===== src/rtl/pirq_route_pkg.sv =====
package pirq_route_pkg;
  localparam int PIRQ_COUNT  = 4;
  localparam int LINE_COUNT  = 16;
  localparam int ROUTE_W     = 8;
  localparam int ROUTE_BASE  = 'h60;
  localparam int ROUTE_RESET = 'h80;

  // strobes from control to datapath
  typedef struct packed {
    logic rebuild;   // a route register is being written this cycle
  } routeStrb_t;
endpackage


===== src/rtl/pirq_route_ctrl.sv =====
module pirq_route_ctrl
  import pirq_route_pkg::*;
#(
  parameter int NUM_PIRQ  = PIRQ_COUNT,
  parameter int NUM_LINES = LINE_COUNT,
  parameter int RW        = ROUTE_W,
  parameter int BASE      = ROUTE_BASE
) (
  input  logic                         clk,
  input  logic                         rst,
  input  logic [7:0]                   cfgAddr,
  input  logic [RW-1:0]                cfgWrData,
  input  logic                         cfgWrEn,
  output logic [RW-1:0]                cfgRdData,
  input  logic [$clog2(NUM_PIRQ)-1:0]  qryPirq,
  output logic                         qryEnable,
  output logic [$clog2(NUM_LINES)-1:0] qryLine,
  output logic [NUM_PIRQ-1:0][RW-1:0]  routeEff,
  output routeStrb_t                   strb
);
  localparam int PW = $clog2(NUM_PIRQ);
  localparam int LW = $clog2(NUM_LINES);
  localparam logic [7:0]    FIRST8 = 8'(BASE);
  localparam logic [7:0]    LAST8  = 8'(BASE + NUM_PIRQ - 1);
  localparam logic [RW-1:0] LIM    = RW'(NUM_LINES);
  localparam logic [RW-1:0] RST_V  = RW'(ROUTE_RESET);

  logic [NUM_PIRQ-1:0][RW-1:0] routeReg;
  logic          inWin;
  logic [PW-1:0] winIdx;
  logic [RW-1:0] qSel;

  assign inWin  = (cfgAddr >= FIRST8) && (cfgAddr <= LAST8);
  assign winIdx = PW'(cfgAddr - FIRST8);

  always_comb begin
    routeEff = routeReg;
    if (cfgWrEn && inWin) routeEff[winIdx] = cfgWrData;
  end

  always_ff @(posedge clk) begin
    if (rst) begin
      for (int p = 0; p < NUM_PIRQ; p++) routeReg[p] <= RST_V;
    end else begin
      routeReg <= routeEff;
    end
  end

  assign strb.rebuild = cfgWrEn && inWin;
  assign cfgRdData    = inWin ? routeReg[winIdx] : '0;

  assign qSel      = routeReg[qryPirq];
  assign qryEnable = qSel < LIM;
  assign qryLine   = qryEnable ? qSel[LW-1:0] : '0;

  AST_OUTSIDE_IGNORED: assert property (@(posedge clk) disable iff (rst)
    (cfgWrEn && !inWin) |=> $stable(routeReg));

  AST_WRITE_LANDS: assert property (@(posedge clk) disable iff (rst)
    (cfgWrEn && inWin) |=> (routeReg[$past(winIdx)] == $past(cfgWrData)));
endmodule


===== src/rtl/pirq_level_dp.sv =====
module pirq_level_dp
  import pirq_route_pkg::*;
#(
  parameter int NUM_PIRQ  = PIRQ_COUNT,
  parameter int NUM_LINES = LINE_COUNT,
  parameter int RW        = ROUTE_W,
  parameter int NUM_DEV   = 4,
  parameter int FIRST_DEV = 1
) (
  input  logic                          clk,
  input  logic                          rst,
  input  logic [NUM_DEV*NUM_PIRQ-1:0]   devPins,
  input  logic [NUM_PIRQ-1:0][RW-1:0]   routeEff,
  input  routeStrb_t                    strb,
  output logic [NUM_LINES-1:0]          lineOut
);
  localparam int LW     = $clog2(NUM_LINES);
  localparam int MAP_W  = NUM_LINES * NUM_PIRQ;
  localparam logic [RW-1:0] LIM = RW'(NUM_LINES);

  logic [NUM_PIRQ-1:0] pirqLevel;
  logic [NUM_PIRQ-1:0] levelPrev;
  logic [NUM_PIRQ-1:0] routeOk;
  logic [MAP_W-1:0]    levelMap;
  logic [MAP_W-1:0]    mapNext;

  // slot swizzle: pin i of device number n lands on channel (i + n - 1) mod NUM_PIRQ
  always_comb begin
    pirqLevel = '0;
    for (int d = 0; d < NUM_DEV; d++) begin
      for (int i = 0; i < NUM_PIRQ; i++) begin
        if (devPins[d*NUM_PIRQ + i]) pirqLevel[(i + FIRST_DEV + d - 1) % NUM_PIRQ] = 1'b1;
      end
    end
  end

  for (genvar p = 0; p < NUM_PIRQ; p++) begin : g_ok
    assign routeOk[p] = routeEff[p] < LIM;
  end

  always_comb begin
    mapNext = levelMap;
    if (strb.rebuild) mapNext = '0;
    for (int p = 0; p < NUM_PIRQ; p++) begin
      automatic int pos = int'(routeEff[p][LW-1:0]) * NUM_PIRQ + p;
      if (routeOk[p] && (strb.rebuild || (pirqLevel[p] != levelPrev[p])))
        mapNext[pos] = pirqLevel[p];
    end
  end

  always_ff @(posedge clk) begin
    if (rst) begin
      levelMap  <= '0;
      levelPrev <= '0;
    end else begin
      levelMap  <= mapNext;
      levelPrev <= pirqLevel;
    end
  end

  for (genvar l = 0; l < NUM_LINES; l++) begin : g_line
    assign lineOut[l] = |levelMap[l*NUM_PIRQ +: NUM_PIRQ];
  end

  // per-channel column of the map, for the single-line check
  for (genvar p = 0; p < NUM_PIRQ; p++) begin : g_col
    logic [NUM_LINES-1:0] col;
    for (genvar l = 0; l < NUM_LINES; l++) begin : g_bit
      assign col[l] = levelMap[l*NUM_PIRQ + p];
    end
    AST_ONE_LINE_PER_PIRQ: assert property (@(posedge clk) disable iff (rst)
      $onehot0(col));
  end

  AST_LINE_NEEDS_LEVEL: assert property (@(posedge clk) disable iff (rst)
    (|lineOut) |-> $past(|pirqLevel));

  AST_ALL_OFF_QUIET: assert property (@(posedge clk) disable iff (rst)
    (routeOk == '0) |=> (lineOut == '0));
endmodule


===== src/rtl/pirq_router.sv =====
module pirq_router
  import pirq_route_pkg::*;
#(
  parameter int NUM_PIRQ  = PIRQ_COUNT,
  parameter int NUM_LINES = LINE_COUNT,
  parameter int NUM_DEV   = 4,
  parameter int FIRST_DEV = 1
) (
  input  logic                          clk,
  input  logic                          rst,
  input  logic [7:0]                    cfgAddr,
  input  logic [7:0]                    cfgWrData,
  input  logic                          cfgWrEn,
  output logic [7:0]                    cfgRdData,
  input  logic [NUM_DEV*NUM_PIRQ-1:0]   devPins,
  input  logic [$clog2(NUM_PIRQ)-1:0]   qryPirq,
  output logic                          qryEnable,
  output logic [$clog2(NUM_LINES)-1:0]  qryLine,
  output logic [NUM_LINES-1:0]          lineOut
);
  logic [NUM_PIRQ-1:0][7:0] routeEff;
  routeStrb_t               strb;

  pirq_route_ctrl #(
    .NUM_PIRQ(NUM_PIRQ), .NUM_LINES(NUM_LINES), .RW(8), .BASE(ROUTE_BASE)
  ) u_ctrl (
    .clk(clk), .rst(rst), .cfgAddr(cfgAddr), .cfgWrData(cfgWrData),
    .cfgWrEn(cfgWrEn), .cfgRdData(cfgRdData), .qryPirq(qryPirq),
    .qryEnable(qryEnable), .qryLine(qryLine), .routeEff(routeEff), .strb(strb)
  );

  pirq_level_dp #(
    .NUM_PIRQ(NUM_PIRQ), .NUM_LINES(NUM_LINES), .RW(8),
    .NUM_DEV(NUM_DEV), .FIRST_DEV(FIRST_DEV)
  ) u_dp (
    .clk(clk), .rst(rst), .devPins(devPins), .routeEff(routeEff),
    .strb(strb), .lineOut(lineOut)
  );
endmodule


===== config.mk =====
export PLATFORM = sky130hd
export DESIGN_NAME = pirq_router
export DESIGN_NICKNAME = d
export VERILOG_FILES = /design/src/rtl/pirq_route_pkg.sv /design/src/rtl/pirq_route_ctrl.sv /design/src/rtl/pirq_level_dp.sv /design/src/rtl/pirq_router.sv
export SDC_FILE = /design/constraint.sdc
export NUM_CORES = 1
export LEC_CHECK = 0
export ABC_AREA = 1
export BUFFER_PORTS_ARGS = -buffer_cell sky130_fd_sc_hd__buf_2
export CAP_MARGIN = 5
export CORE_AREA = 5 5 147 149
export CTS_BUF_LIST = sky130_fd_sc_hd__clkbuf_2
export DETAILED_ROUTE_END_ITERATION = 12
export DIE_AREA = 0 0 152 154
export MAX_ROUTING_LAYER = met4
export PLACE_DENSITY = 0.48
export SLEW_MARGIN = 20
export SYNTH_ARGS = -nofsm -noshare
export SYNTH_HDL_FRONTEND = slang
export SYNTH_HIERARCHICAL = 1
export SYNTH_SLANG_ARGS = --single-unit

===== constraint.sdc =====
create_clock -name clk -period 2.2 [get_ports clk]
set_input_delay 0.22 -clock clk [delete_from_list [all_inputs] [get_ports clk]]
set_output_delay 0.22 -clock clk [all_outputs]
set_load 0.005 [all_outputs]

# Word-level counts from Yosys, hierarchy flattened
# Index checks and enable logic that the tools add are counted.
# classes
n_addsub	4
order_cmp	18
n_eq_ne	4
n_mux	43
n_reduce_logical	31
# ops
operator	count
64-bit two-way mux	5
64-bit bitwise mux	4
32-bit by 1-bit greater-or-equal comparator with 1-bit output, second input constant	3
32-bit by 8-bit less-than comparator with 1-bit output, second input constant	3
4-bit OR reduction	16
8-bit by 5-bit less-than comparator with 1-bit output, second input constant	5
8-bit binary-select mux with 2-bit select	2
32-bit bitwise mux	1
32-bit two-way mux	1
8-bit two-way mux	4
1-bit two-way mux	20
1-bit demux with 6-bit select	3
8-bit demux with 2-bit select	1
6-bit by 2-bit adder with 7-bit output, second input constant	2
1-bit logical AND	11
8-bit by 7-bit greater-or-equal comparator with 1-bit output, second input constant	1
8-bit by 7-bit less-or-equal comparator with 1-bit output, second input constant	1
6-bit by 1-bit adder with 7-bit output, second input constant	1
6-bit by 7-bit less-than comparator with 1-bit output, second input constant	1
6-bit by 1-bit greater-or-equal comparator with 1-bit output, second input constant	1
2-bit by 3-bit less-than comparator with 1-bit output, second input constant	2
1-bit demux with 4-bit select	1
1-bit logical OR	4
4-bit two-way mux	1
3 further kinds	6
# word_totals
ff_bits	100
inputBits	37
word_cells	106

# Depth between registers and ports, before layout
# Gate-level depths: netlist of the first run.
# logic_depth
word_depth	19
mapped_depth	17
ltp_nobuf	15

# Cells and area by module
# Netlist of the first run, hierarchy kept.
# modules_own_cells
module	instances	cells_per_inst	area_per_inst_um2
pirq_level_dp	1	827	4728.3
pirq_route_ctrl	1	386	2147.1

# Worst setup path before layout of the first run
# Ideal clock, no wire load.
# synth_path
path_kind	input to register
startpoint	in cfgAddr[4]
endpoint	reg u_dp.levelMap[25]
setup_ns	0.114
arrival_time_ns	1.731
path_slack_ns	0.355
stages	13
path_buffers	2
cell_sequence	inv_1 > nand2_1 > nor2_1 > nand3_1 > clkbuf_1 > nand2_1 > nand2_1 > nor2_1 > nor3b_4 > nand2_4 > buf_6 > nor2_1 > nor2_2
# synth_rtl
element	line_no	source
start: declaration	pirq_router.sv:11	input logic [7:0] cfgAddr,
end signal: assignment	pirq_level_dp.sv:56	levelMap <= mapNext;
end: declaration	pirq_level_dp.sv:24	logic [MAP_W-1:0] levelMap;

# Final worst setup path of the first run
# layout_path
startpoint	reg u_ctrl/routeReg[13] in the netlist's numbering
endpoint	out qryLine[3]
# layout_between
elab_chain_cells	4
# layout_lines
element	line_no	source
start: declaration	pirq_route_ctrl.sv:28	logic [NUM_PIRQ-1:0][RW-1:0] routeReg;
start signal: assignment	pirq_route_ctrl.sv:45	routeReg <= routeEff;
8-bit binary-select mux with 2-bit select	pirq_route_ctrl.sv:52	assign qSel = routeReg[qryPirq];
8-bit two-way mux (implied by the code)	pirq_route_ctrl.sv:52	
8-bit by 5-bit less-than comparator with 1-bit output	pirq_route_ctrl.sv:53	assign qryEnable = qSel < LIM;
4-bit two-way mux	pirq_route_ctrl.sv:54	assign qryLine = qryEnable ? qSel[LW-1:0] : '0;
end: declaration	pirq_router.sv:18	output logic [$clog2(NUM_LINES)-1:0] qryLine,
# Every way passes these cells. The select of a mux whose other input is x is not followed.

==> impl_metrics.tcl, run 1 <==
set metrics [dict create \
    status "finished clean" \
    ioPinCount 66 \
    grt_pass1_vias 6653 \
    gp_congestion 0.8979 \
    hold_violations 0 \
    use_met2_pct 30.40 \
    syn_inst 1213 \
    die_h_um 154 \
    maxSlewViolCount 0 \
    worstMarginPinSlew_ps 383.3 \
    finalClockSkew_ps 37.27 \
    placedInstanceArea_sq_um 7547 \
    synth_edf_count 0 \
    rows 52 \
    ys_seq_elements 100 \
    critical_path_class "reg -> out" \
    track_usage_pct 19.81 \
    detail_route.wl_per_cell_um 14.47 \
    start_util_pct 34.31 \
    final_layout_size_suffix_gt1_share_pct 10.81 \
    whs_ps 109.2 \
    hpwlAfterDp_mm 16.50 \
    cts.clk_slew.worst_paths_ps 290 \
    antenna_found_initial 1 \
    reg2reg_from "u_ctrl/routeReg[7]$_SDFF_PP1_" \
    seq_area_frac_synth_pct 29.12 \
    drt-initial-drc-count 408 \
    synth.area.top_cells "dfxtp_1, nand2_1, nor2_1" \
    cp-end-kind "output port" \
    crit_chain "nor2_1 -> nand4_1 -> nand3_1 -> nand2_1 -> nor2_1 -> buf_2" \
    synth_nets 1250 \
    hp-class "in -> reg" \
    arrival_ps 1780 \
    syn_area_sq_um 6875 \
    fin_area_sq_um 7884 \
    grt_max_degree 65 \
    worst_path_most_repeated_cell "nor2_1" \
    worstHoldStart "cfgAddr[0]" \
    vdd_ir_drop_max_v 0.0002151 \
    max_clock_freq_mhz 500.4 \
    cts_tree "yes" \
    yosysMostFrequentCell "nand2_1" \
    final_antenna_net_count 0 \
    via_per_inst 4.713 \
    gr-total-overflow 0 \
    fin_crit_sh_pct 90.83 \
    cts-buffers-inserted 9 \
    synthTopCellsByCount "nand2_1, nor2_1, inv_1" \
    max_slew_margin_pct 74.36 \
    required_ps 1980 \
    grt_pass1_wl_mm 36.55 \
    port-buffer-count 65 \
    firstDrtPassIters 5 \
    synthToLayoutAreaGrowth_pct 14.67 \
    ys.flop_type "dfxtp_1" \
    tns_ps 0 \
    startpoint_type "flop" \
    core_sq_um 20040 \
    final_util_pct 39.34 \
    ys_types 29 \
    worstSetupStartpoint "u_ctrl/routeReg[13]$_SDFF_PP0_" \
    power_mw 3.268 \
    synth_top_area_share_pct 29.12 \
    synth_top_area_cell "dfxtp_1" \
    finalCriticalPeriod_ps 1998 \
    wl_mm 22.66 \
    cts_buffer_depth 2 \
    htree_levels 3 \
    p_leak_nw 4.047 \
    synth_area_per_cell_sq_um 5.668 \
    dieArea_sq_um 23410 \
    power_density_nw_per_um2 414.5 \
    cts_setup_buffers 0 \
    use_met3_pct 2.979 \
    cpPeakStageDelay_ps 410 \
    use_met1_pct 27.59 \
    setup_violations 0 \
    cp_slowest_cell "dfxtp_1" \
    clkLatencyLatePin_ps 610 \
    yosysWarnings 6 \
    die_w_um 152 \
    ys_async_sr_fraction_pct 0 \
    drv_cap 0 \
    busiest_layer "met2" \
    cp_max_fo 5 \
    drcViolationCount 0 \
    numClockSinks 100 \
    nets 1330 \
    vias 7381 \
    clock-root-buffer "clkbuf_2" \
    rsz0062_at_grt "no" \
]
-- worst max-delay path, delay by kind of cell (launching register included) --
family / cells / cell delay [ps]
buf+inv: 1 / 130
simple gates: 5 / 640
flops: 1 / 410
-- cells by family (layout without fill, tap and decap cells) --
logic type             after synthesis  in the layout  share of synthesized area [%]
other                                0              1                              0
and+or+nand+nor                    822            822                          50.46
buffers and inverters              155            237                          10.28
DFF                                100            100                          29.12
AOI/OAI and AO/OA                  136            136                          10.14
-- placed cells by master (no fill, tap or decap), types with 2 or more instances in the layout --
cell type      netlist  routed
nand2_1            469     469
nor2_1             224     223
inv_1              104     104
dfxtp_1            100      99
nand3_1             73      73
buf_2               17      65
a21oi_1             61      61
o21ai_0             50      50
dlygate4sd3_1        0      22
buf_4               13      22
o21ai_1             13      13
nand4_1             12      12
o22ai_1             10      10
clkbuf_2             0       9
or4_1                9       9
nor2_2               7       8
buf_12               0       7
nand2_4              6       6
nand2_2              6       6
clkinv_1             2       4
nor2_4               4       4
nand3_4              4       4
nor3b_4              4       4
nor3_1               3       3
bufinv_16            0       2
-- path summary, 6_finish.rpt --
| path | to | slack [ps] | cells after the start |
|---|---|---|---|
| min reg2reg | u_ctrl/routeReg[7]$_SDFF_PP1_ | 540 | 2 |
| min | u_ctrl/routeReg[18]$_SDFF_PP0_ | 110 | 6 |
| max reg2reg | u_dp/levelMap[48]$_SDFF_PP0_ | 500 | 10 |
| max | qryLine[3] | 200 | 6 |
-- repair_timing --
action	CTS	global route
resized for setup	0	1
setup endpoints to repair	0	1
hold buffers	22	0
hold endpoints to repair	29	0
-- registers in the layout, indices dropped and copies added, names as in the netlist --
name,cells
u_dp/levelPrev,4
u_dp/levelMap,64
u_ctrl/routeReg,32
-- final cells by class --
cell class / count / area, sq um
clock buffer: 9 / 45.04
clock inverter: 4 / 67.56
timing repair buffer: 116 / 850.8
sequential: 100 / 2003
fill: 2289 / 12160
inverter: 108 / 407.9
antenna: 1 / 2.502
tap: 270 / 337.8
multi-input combinational: 958 / 4169
-- layer usage --
metal	share of wire (%)	up-vias	wire length (um)
met1	49	3244	11190
met4	1.7	0	394
li1	-	3941	-
met3	4.5	21	1020
met5	0	-	0
met2	44	175	10060
-- report_power, final --
part	leakage, nW	internal, mW	switching, mW
Clock	0.0688	0.350	0.644
Combinational	3.17	0.159	0.270
Sequential	0.808	1.84	0.00942
-- metrics by stage --
step	setup WS, ps	instances
floorplan	355.1	1213
global placement	80.37	1530
detailed placement	50.94	1530
CTS	153.6	1565
global route	41.15	1566
finish	201.8	1566
(Power assumes the default switching activity.)
==> inputs of run 2 (changes only) <==
CELL_PAD_IN_SITES_DETAIL_PLACEMENT = 1   (was default)
CELL_PAD_IN_SITES_GLOBAL_PLACEMENT = 1   (was default)
PLACE_DENSITY = 0.66   (was 0.48)
SKIP_LAST_GASP = 1   (was default)
==> impl_metrics.tcl, run 2 (synthesized netlist as in run 1, its figures left out) <==
set metrics [dict create \
    hpwlAfterDp_mm 18.17 \
    reg2reg_from "u_ctrl/routeReg[8]$_SDFF_PP0_" \
    nets 1325 \
    htree_levels 3 \
    timing.final.ws_setup_ps 232.8 \
    drv_cap 0 \
    hold_violations 0 \
    wl_mm 24.30 \
    finalClockSkew_ps 31.18 \
    cpPeakStageDelay_ps 550 \
    p_sw_mw 0.9637 \
    wl_met3_um 785 \
    finalCriticalPeriod_ps 1967 \
    placed_cells 1528 \
    cts_tree "yes" \
    mostFrequentLayoutCell "nand2_1" \
    ioPinCount 66 \
    setup_violations 0 \
    placedInstanceArea_sq_um 7532 \
    holdPathEnd "u_ctrl/routeReg[1]$_SDFF_PP0_" \
    rrSetupSlack_ps 460 \
    internal-power_mw 2.354 \
    power_density_nw_per_um2 422.6 \
    sequentialPowerShare_pct 55.7 \
    swShare_pct 29.05 \
    vdd_ir_drop_max_v 0.0001836 \
    tns_ps 0 \
    arrival_ps 1750 \
    critical_path_class "reg -> out" \
    antenna_found_initial 1 \
    fin_area_sq_um 7850 \
    cts_resized 0 \
    hold_path_depth 5 \
    vias 7704 \
    status "finished clean" \
    whs_ps 41.46 \
    die_w_um 152 \
    required_ps 1980 \
    final_util_pct 39.17 \
    startpoint_type "flop" \
    dp_slack_ps 105.5 \
    power_mw 3.317 \
    cp_slowest_cell "or4_1" \
    crit_family "simple AND/OR/NAND/NOR gates" \
    rsz0062_at_grt "no" \
    crit_chain "or4_1 -> buf_2" \
    grt_max_degree 65 \
    reg2reg_depth 11 \
    core_sq_um 20040 \
    cts_buffer_depth 2 \
    track_usage_pct 21.35 \
    gr-total-overflow 0 \
    worstMarginPinSlew_ps 404.8 \
    detail_route.wl_per_cell_um 15.55 \
    clock-root-buffer "clkbuf_2" \
    grt_pass1_vias 7658 \
    cts.clk_slew.worst_paths_ps 310 \
    worstHoldStart "cfgWrData[1]" \
    start_util_pct 34.31 \
    r2r-end "u_dp/levelMap[45]$_SDFF_PP0_" \
    cp-end-kind "output port" \
    max_slew_margin_pct 73.02 \
    gp_congestion 0.8852 \
    wl_met2_mm 11.06 \
    max_clock_freq_mhz 508.3 \
    p_comb_share_pct 13.1 \
    hp-class "in -> reg" \
    synthToLayoutAreaGrowth_pct 14.18 \
    numClockSinks 100 \
    rows 52 \
    dieArea_sq_um 23410 \
    port-buffer-count 65 \
    cp_max_fo 2 \
    p_leak_nw 4.031 \
    final_cells 1563 \
    largestRegisters "u_dp/levelMap: 64 flops, u_ctrl/routeReg: 32 flops, u_dp/levelPrev: 4 flops" \
    firstDrtPassIters 5 \
    final_antenna_net_count 0 \
    drcViolationCount 0 \
    final_layout_size_suffix_gt1_share_pct 10.76 \
    grt_pass1_wl_mm 40.01 \
    worstSetupStartpoint "u_dp/levelMap[10]$_SDFF_PP0_" \
    mostFrequentLayoutCells "nand2_1, nor2_1, inv_1, dfxtp_1, nand3_1" \
    cts-buffers-inserted 9 \
    p_clk_share_pct 31.2 \
    top_register "u_dp/levelMap" \
    met1_length_mm 12.07 \
    largest_reg_flops 64 \
    maxSlewViolCount 0 \
    clkLatencyLatePin_ps 630 \
    cp_num_buf_inv 1 \
    dr.max_layer_used "met4" \
    via_per_inst 4.929 \
    drt-initial-drc-count 395 \
    fin_crit_sh_pct 89.42 \
    die_h_um 154 \
]
==> run 2: final cells by class <==
type	count	area (sq um)
Clock buffer	9	45.04
Tap cell	270	337.8
Clock inverter	6	80.08
Sequential cell	100	2002
Timing Repair Buffer	111	805.8
Antenna cell	1	2.502
Multi-Input combinational cell	958	4169
Inverter	108	407.9
Fill cell	2832	12190
==> run 2: worst max-delay path by stage <==
stage / to / slack (ps) / cells after the start
after floorplan: u_dp/levelMap[25]$_SDFF_PP0_ / 360 / 13
after global placement: u_dp/levelMap[0]$_SDFF_PP0_ / 160 / 15
after detailed placement: u_dp/levelMap[35]$_SDFF_PP0_ / 110 / 13
after CTS: lineOut[2] / 180 / 2
after global routing: qryLine[1] / 90 / 6
final: lineOut[2] / 230 / 2
==> run 2: repair_timing <==
| item | CTS | global route |
|---|---|---|
| endpoints found under the hold margin | 24 | 0 |
| hold buffers | 19 | 0 |
| setup buffers | 0 | 0 |
| setup endpoints to repair | 0 | 0 |
==> run 2: per-layer routing <==
layer  track usage [%]  vias up
met2             34.95      112
li1                  -     3942
met4             5.351        0
met3             2.277       26
met1             28.38     3624
met5                 -        -
==> run 2: power groups by stage <==
stage	sequential, mW	clock [mW]	combinational [mW]
after floorplan	1.87	0	0.248
after global placement	1.88	0	0.404
after detailed placement	1.88	0	0.407
after CTS	1.85	1.09	0.434
after global routing	1.85	1.15	0.484
final	1.85	1.04	0.434
==> run 2: worst register-to-register path, cell delays in order (launching register included) <==
cell and delay, ps:
dfxtp_1 510, nand2_1 80, nand2_1 70, nand3_1 90, nand2_1 160, nand2_1 220
o21ai_0 250, nand2_1 70, inv_1 60, nand3_1 60, nand2_1 60, nor2_1 40
